### config.mk
export PLATFORM = sky130hd
export DESIGN_NAME = osd_serial_decoder
export DESIGN_NICKNAME = d
export VERILOG_FILES = /design/src/rtl/osd_serial_decoder.sv
export SDC_FILE = /design/constraint.sdc
export NUM_CORES = 1
export LEC_CHECK = 0
export BUFFER_PORTS_ARGS = -buffer_cell sky130_fd_sc_hd__buf_4
export CORE_MARGIN = 4
export CORE_UTILIZATION = 58
export CTS_BUF_LIST = sky130_fd_sc_hd__clkbuf_2
export DETAILED_ROUTE_END_ITERATION = 16
export PLACE_DENSITY = 0.81
export RECOVER_POWER = 100
export SLEW_MARGIN = 10
export SYNTH_ARGS = -nofsm -noshare
export SYNTH_HDL_FRONTEND = slang
export SYNTH_SLANG_ARGS = --single-unit
export TNS_END_PERCENT = 1
### constraint.sdc
create_clock -name clk -period 2.6 [get_ports clk]
set_input_delay 0.52 -clock clk [delete_from_list [all_inputs] [get_ports clk]]
set_output_delay 0.52 -clock clk [all_outputs]
set_load 0.01 [all_outputs]
### src/rtl/osd_serial_decoder.sv
module osd_serial_decoder #(
  parameter int COLS = 24,
  parameter int ROWS = 10,
  parameter int SYNC = 2
) (
  input  logic       clk,
  input  logic       rst_n,
  input  logic       cs_n,
  input  logic       sclk,
  input  logic       sdi,
  output logic       wr_en,
  output logic [3:0] wr_row,
  output logic [4:0] wr_col,
  output logic [5:0] wr_code,
  output logic       wr_attr,
  output logic [5:0] v_pos,
  output logic [1:0] v_size,
  output logic       xtal_4x,
  output logic [5:0] h_pos,
  output logic [1:0] h_size,
  output logic       edge_fix,
  output logic       dot_xtal,
  output logic [2:0] disp_mode,
  output logic [6:0] disp_ctl,
  output logic [3:0] sync_mode,
  output logic [4:0] sync_ctl,
  output logic       soft_rst
);
  localparam logic [4:0] LASTC = 5'(COLS - 1);
  localparam logic [3:0] LASTR = 4'(ROWS - 1);

  logic [SYNC:0] sclk_p, cs_p, sdi_p;
  logic [2:0] bitcnt, cmd;
  logic [6:0] sh;
  logic [3:0] row;
  logic [4:0] col;
  logic       lock;

  always_ff @(posedge clk or negedge rst_n)
    if (!rst_n) begin
      sclk_p <= '0;
      cs_p   <= '1;
      sdi_p  <= '0;
    end else begin
      sclk_p <= {sclk_p[SYNC-1:0], sclk};
      cs_p   <= {cs_p[SYNC-1:0], cs_n};
      sdi_p  <= {sdi_p[SYNC-1:0], sdi};
    end

  wire       cs_hi   = cs_p[SYNC-1];
  wire       cs_rise = cs_p[SYNC-1] & ~cs_p[SYNC];
  wire       shift   = sclk_p[SYNC-1] & ~sclk_p[SYNC] & ~cs_p[SYNC];
  wire       done    = shift & (bitcnt == 3'd7);
  wire [7:0] word    = {sh, sdi_p[SYNC]};

  assign soft_rst = lock ? 1'b0 : hold_q;
  logic hold_q;

  always_ff @(posedge clk or negedge rst_n)
    if (!rst_n) begin
      bitcnt <= '0; sh <= '0; cmd <= '0; lock <= 1'b0; hold_q <= 1'b0;
      row <= '0; col <= '0;
      wr_en <= 1'b0; wr_row <= '0; wr_col <= '0; wr_code <= '0; wr_attr <= 1'b0;
      v_pos <= '0; v_size <= '0; xtal_4x <= 1'b0;
      h_pos <= '0; h_size <= '0; edge_fix <= 1'b0; dot_xtal <= 1'b0;
      disp_mode <= '0; disp_ctl <= '0; sync_mode <= '0; sync_ctl <= '0;
    end else begin
      wr_en <= 1'b0;
      if (shift) begin
        bitcnt <= bitcnt + 3'd1;
        sh     <= {sh[5:0], sdi_p[SYNC]};
      end
      if (cs_hi) bitcnt <= '0;

      if (done && !hold_q) begin
        if (lock) begin
          wr_en   <= 1'b1;
          wr_row  <= row;
          wr_col  <= col;
          wr_code <= word[5:0];
          wr_attr <= word[7];
          if (col >= LASTC) begin
            col <= '0;
            row <= (row >= LASTR) ? 4'd0 : row + 4'd1;
          end else begin
            col <= col + 5'd1;
          end
        end else if (word[7]) begin
          cmd <= word[6:4];
          case (word[6:4])
            3'd0: row <= word[3:0];
            3'd1: lock <= 1'b1;
            3'd2: v_size <= {word[2], word[0]};
            3'd3: begin
              edge_fix <= word[3];
              h_size   <= {word[2], word[0]};
            end
            3'd4: begin
              if (word[0]) begin
                hold_q <= 1'b1;
                row <= '0; col <= '0;
                v_pos <= '0; v_size <= '0; xtal_4x <= 1'b0;
                h_pos <= '0; h_size <= '0; edge_fix <= 1'b0; dot_xtal <= 1'b0;
                disp_mode <= '0; disp_ctl <= '0; sync_mode <= '0; sync_ctl <= '0;
              end else begin
                disp_mode <= word[3:1];
              end
            end
            3'd5: sync_mode <= word[3:0];
            default: ;
          endcase
        end else begin
          case (cmd)
            3'd0: col <= word[4:0];
            3'd2: begin
              xtal_4x <= word[6];
              v_pos   <= word[5:0];
            end
            3'd3: begin
              dot_xtal <= word[6];
              h_pos    <= word[5:0];
            end
            3'd4: disp_ctl <= word[6:0];
            3'd5: sync_ctl <= word[4:0];
            default: ;
          endcase
        end
      end

      if (cs_rise) begin
        cmd    <= '0;
        lock   <= 1'b0;
        hold_q <= 1'b0;
      end
    end

  p_wr_locked_r3: assert property (@(posedge clk) disable iff (!rst_n)
    wr_en |-> $past(lock));

  p_col_wrap_r4: assert property (@(posedge clk) disable iff (!rst_n)
    (wr_en && wr_col == LASTC) |-> (col == 5'd0));

  p_row_wrap_r4: assert property (@(posedge clk) disable iff (!rst_n)
    (wr_en && wr_col == LASTC && wr_row == LASTR) |-> (row == 4'd0));

  p_release_r5: assert property (@(posedge clk) disable iff (!rst_n)
    cs_rise |=> (cmd == 3'd0 && !lock && !soft_rst));

  p_hold_clear_r11: assert property (@(posedge clk) disable iff (!rst_n)
    soft_rst |-> (disp_ctl == '0 && v_pos == '0 && h_pos == '0 && sync_ctl == '0 && !wr_en));

  p_bit_restart_r14: assert property (@(posedge clk) disable iff (!rst_n)
    cs_hi |=> (bitcnt == 3'd0));
endmodule

==> results.sh <==
export IMPL_cts_htree_levels=3
export IMPL_hold_path_end="cs_p[0]"
export IMPL_post_cts_buffers=0
export IMPL_fin_tns_setup_ns=0
export IMPL_vias=2568
export IMPL_worstSetupEndpointType="flop"
export IMPL_crit_start="sh[3]"
export IMPL_clock_sinks=88
export IMPL_core_um2=6390
export IMPL_cts_path_max_buffers=2
export IMPL_ys_seq_area_share_pct=57.8
export IMPL_row_count=29
export IMPL_overflow=0
export IMPL_final_common_cell="dfrtp_1"
export IMPL_io_pins=61
export IMPL_synth_area_um2=3820
export IMPL_crit_path_top_delay_cell="dfrtp_1"
export IMPL_r2r_end="v_pos[4]"
export IMPL_synth_area_leaders="dfrtp_1 56%, mux2_2 15%, nand2_1 2.4%, a211oi_4 2.1%, dfstp_2 2.1%"
export IMPL_synth_warnings=0
export IMPL_grt_util_all_layers_pct=22.1
export IMPL_ys_flop_type="dfrtp_1"
export IMPL_cts_buffers=9
export IMPL_synth_cells=296
export IMPL_max_freq_mhz=431
export IMPL_grt_pass1_vias=2583
export IMPL_first_pass_iters=4
export IMPL_cpPeakStageDelay_ns=0.58
export IMPL_power_mw=2.36
export IMPL_pwr_density_cell_nw_per_um2=556
export IMPL_start_util_pct=59.8
export IMPL_die_height_um=89.1
export IMPL_wl_um=8060
export IMPL_hold_violations=0
export IMPL_hp_class="in2reg"
export IMPL_rr_worst_depth=4
export IMPL_cp_max_fo=12
export IMPL_drc=0
export IMPL_cts_resized=0
export IMPL_synthDistinctLibCells=51
export IMPL_finalNetCount=375
export IMPL_status="complete, no violations"
export IMPL_antenna_left=0
export IMPL_cp_data_required_time_ns=3.03
export IMPL_post_dp_hpwl_um=5720
export IMPL_cts_tree="done"
export IMPL_die_x_um=89.1
export IMPL_area_growth_pct=11.3
export IMPL_path_clk_slew_ns=0.21
export IMPL_clock_skew_ns=0.0249
export IMPL_place_area_um2=4380
export IMPL_worstHoldPathCells=1
export IMPL_peakVddDrop_v=0.000395
export IMPL_start_kind="flop"
export IMPL_drt_iter0_drc=142
export IMPL_gp_congestion=0.878
export IMPL_dieArea_um2=7940
export IMPL_ys_ff_latch=88
export IMPL_grt_antenna_before_repair=0
export IMPL_ys_async_sr_fraction_pct=100
export IMPL_r2r_start="sh[3]"
export IMPL_synth_top_area_cell="dfrtp_1"
export IMPL_setup_viol=0
export IMPL_syn_num_nets=307
export IMPL_synth_edf_count=0
export IMPL_grt_max_degree=46
export IMPL_grt_pass1_wl_um=13200
export IMPL_io_buffers=60
export IMPL_fin_area_um2=4250
export IMPL_critical_path_class="reg2reg"
export IMPL_period_needed_ns=2.32
export IMPL_cp_cell_sequence="nor3b_4 -> nand3_4 -> a211oi_2 -> mux2_2"
export IMPL_wl_per_cell_um=18.1
export IMPL_slew_headroom_pct=23.5
export IMPL_yosysTopAreaCellShare_pct=55.7
export IMPL_final_cell_mix="85 x dfrtp_1, 58 x clkbuf_1, 50 x mux2_2"
export IMPL_drv_cap=0
export IMPL_worst_pin_slew_ns=1.15
export IMPL_power_leakage_nw=2.02
export IMPL_slew_violations=0
export IMPL_cts_root_buf="clkbuf_2"
export IMPL_synth_avg_cell_area_um2=12.9
export IMPL_rsz0062_at_grt="false"
export IMPL_holdBufCountCts=1
export IMPL_n_antenna_cell=0
export IMPL_insertion_delay_ns=0.53
export IMPL_routed_via_density=5.76
export IMPL_reg2reg_slack_ns=0.28
export IMPL_fin_crit_sh_pct=89.3
export IMPL_layout_drive_gt1_share_pct=21.4
export IMPL_cp_data_arrival_time_ns=2.75
export IMPL_min_from="cs_n"
cell type report:
cell class | instances | area, µm²
Multi-Input combinational cell | 187 | 1500
Sequential cell | 88 | 2210
Tap cell | 77 | 96.3
Fill cell | 544 | 2140
Clock buffer | 9 | 45.0
Inverter | 11 | 41.3
Clock inverter | 7 | 62.6
Timing Repair Buffer | 67 | 298
report_power, final:
| part | switching [mW] | internal, mW |
|---|---|---|
| Combinational | 0.137 | 0.0863 |
| Sequential | 0.0815 | 1.40 |
| Clock | 0.443 | 0.213 |
routing by layer:
layer	global-route usage, %	share of wire (%)	up-vias
met4	9.20	2.3	0
met3	3.59	4.5	18
met5	0	0	-
met1	29.4	44	1282
li1	-	-	1189
met2	36.3	49	79
worst max-delay path: cells and delay by family, from the launching register on:
kind	cells	cell delay, ns
flip-flops	1	0.58
AND/OR/NAND/NOR	2	0.66
multiplexers	1	0.41
AO/OA/AOI/OAI	1	0.58
logic make-up after synthesis:
| group | Yosys count | synth area share (%) |
|---|---|---|
| simple gates | 81 | 12.0 |
| flops | 88 | 57.8 |
| buf+inv | 21 | 2.26 |
| compound gates | 43 | 9.34 |
| mux | 56 | 16.4 |
| xor+xnor | 1 | 0.229 |
| fa+ha+maj | 6 | 1.97 |
synthesized netlist by cell type (6+ instances only):
cell and n:
nor2b_1 12, mux2_2 51, dfrtp_1 85, a22o_1 6, a21oi_1 6, o21ai_0 6
nor2_1 17, ha_1 6, nand2_1 24, inv_1 11
flip-flops by register name, indices dropped and copies added (netlist names), 4 cells and up:
register   cells
sync_mode      4
h_pos          6
wr_col         5
disp_ctl       7
row            4
v_pos          6
wr_row         4
col            5
sync_ctl       5
wr_code        6
sh             7
worst max path at each step:
stage                           to  slack, ns  depth (start not counted)
after floorplan            wr_attr       0.69                          6
after global placement    h_pos[4]       0.45                          4
after detailed placement  dot_xtal       0.37                          4
after CTS                 dot_xtal       0.31                          4
after global routing      v_pos[0]       0.12                          4
final                     v_pos[4]       0.28                          4
per-stage QoR:
stage / util (%) / cells / setup slack, ns / hold slack [ns]
after detailed placement: 68.5 / 429 / 0.366 / 0.341
after global placement: 68.5 / 429 / 0.448 / 0.332
after floorplan: - / 296 / 0.689 / 0.224
after global routing: 66.5 / 446 / 0.122 / 0.0414
final: 66.5 / 446 / 0.279 / 0.0917
after CTS: 70.4 / 446 / 0.306 / 0.0450
No activity file was read; power rests on OpenSTA's default activity.
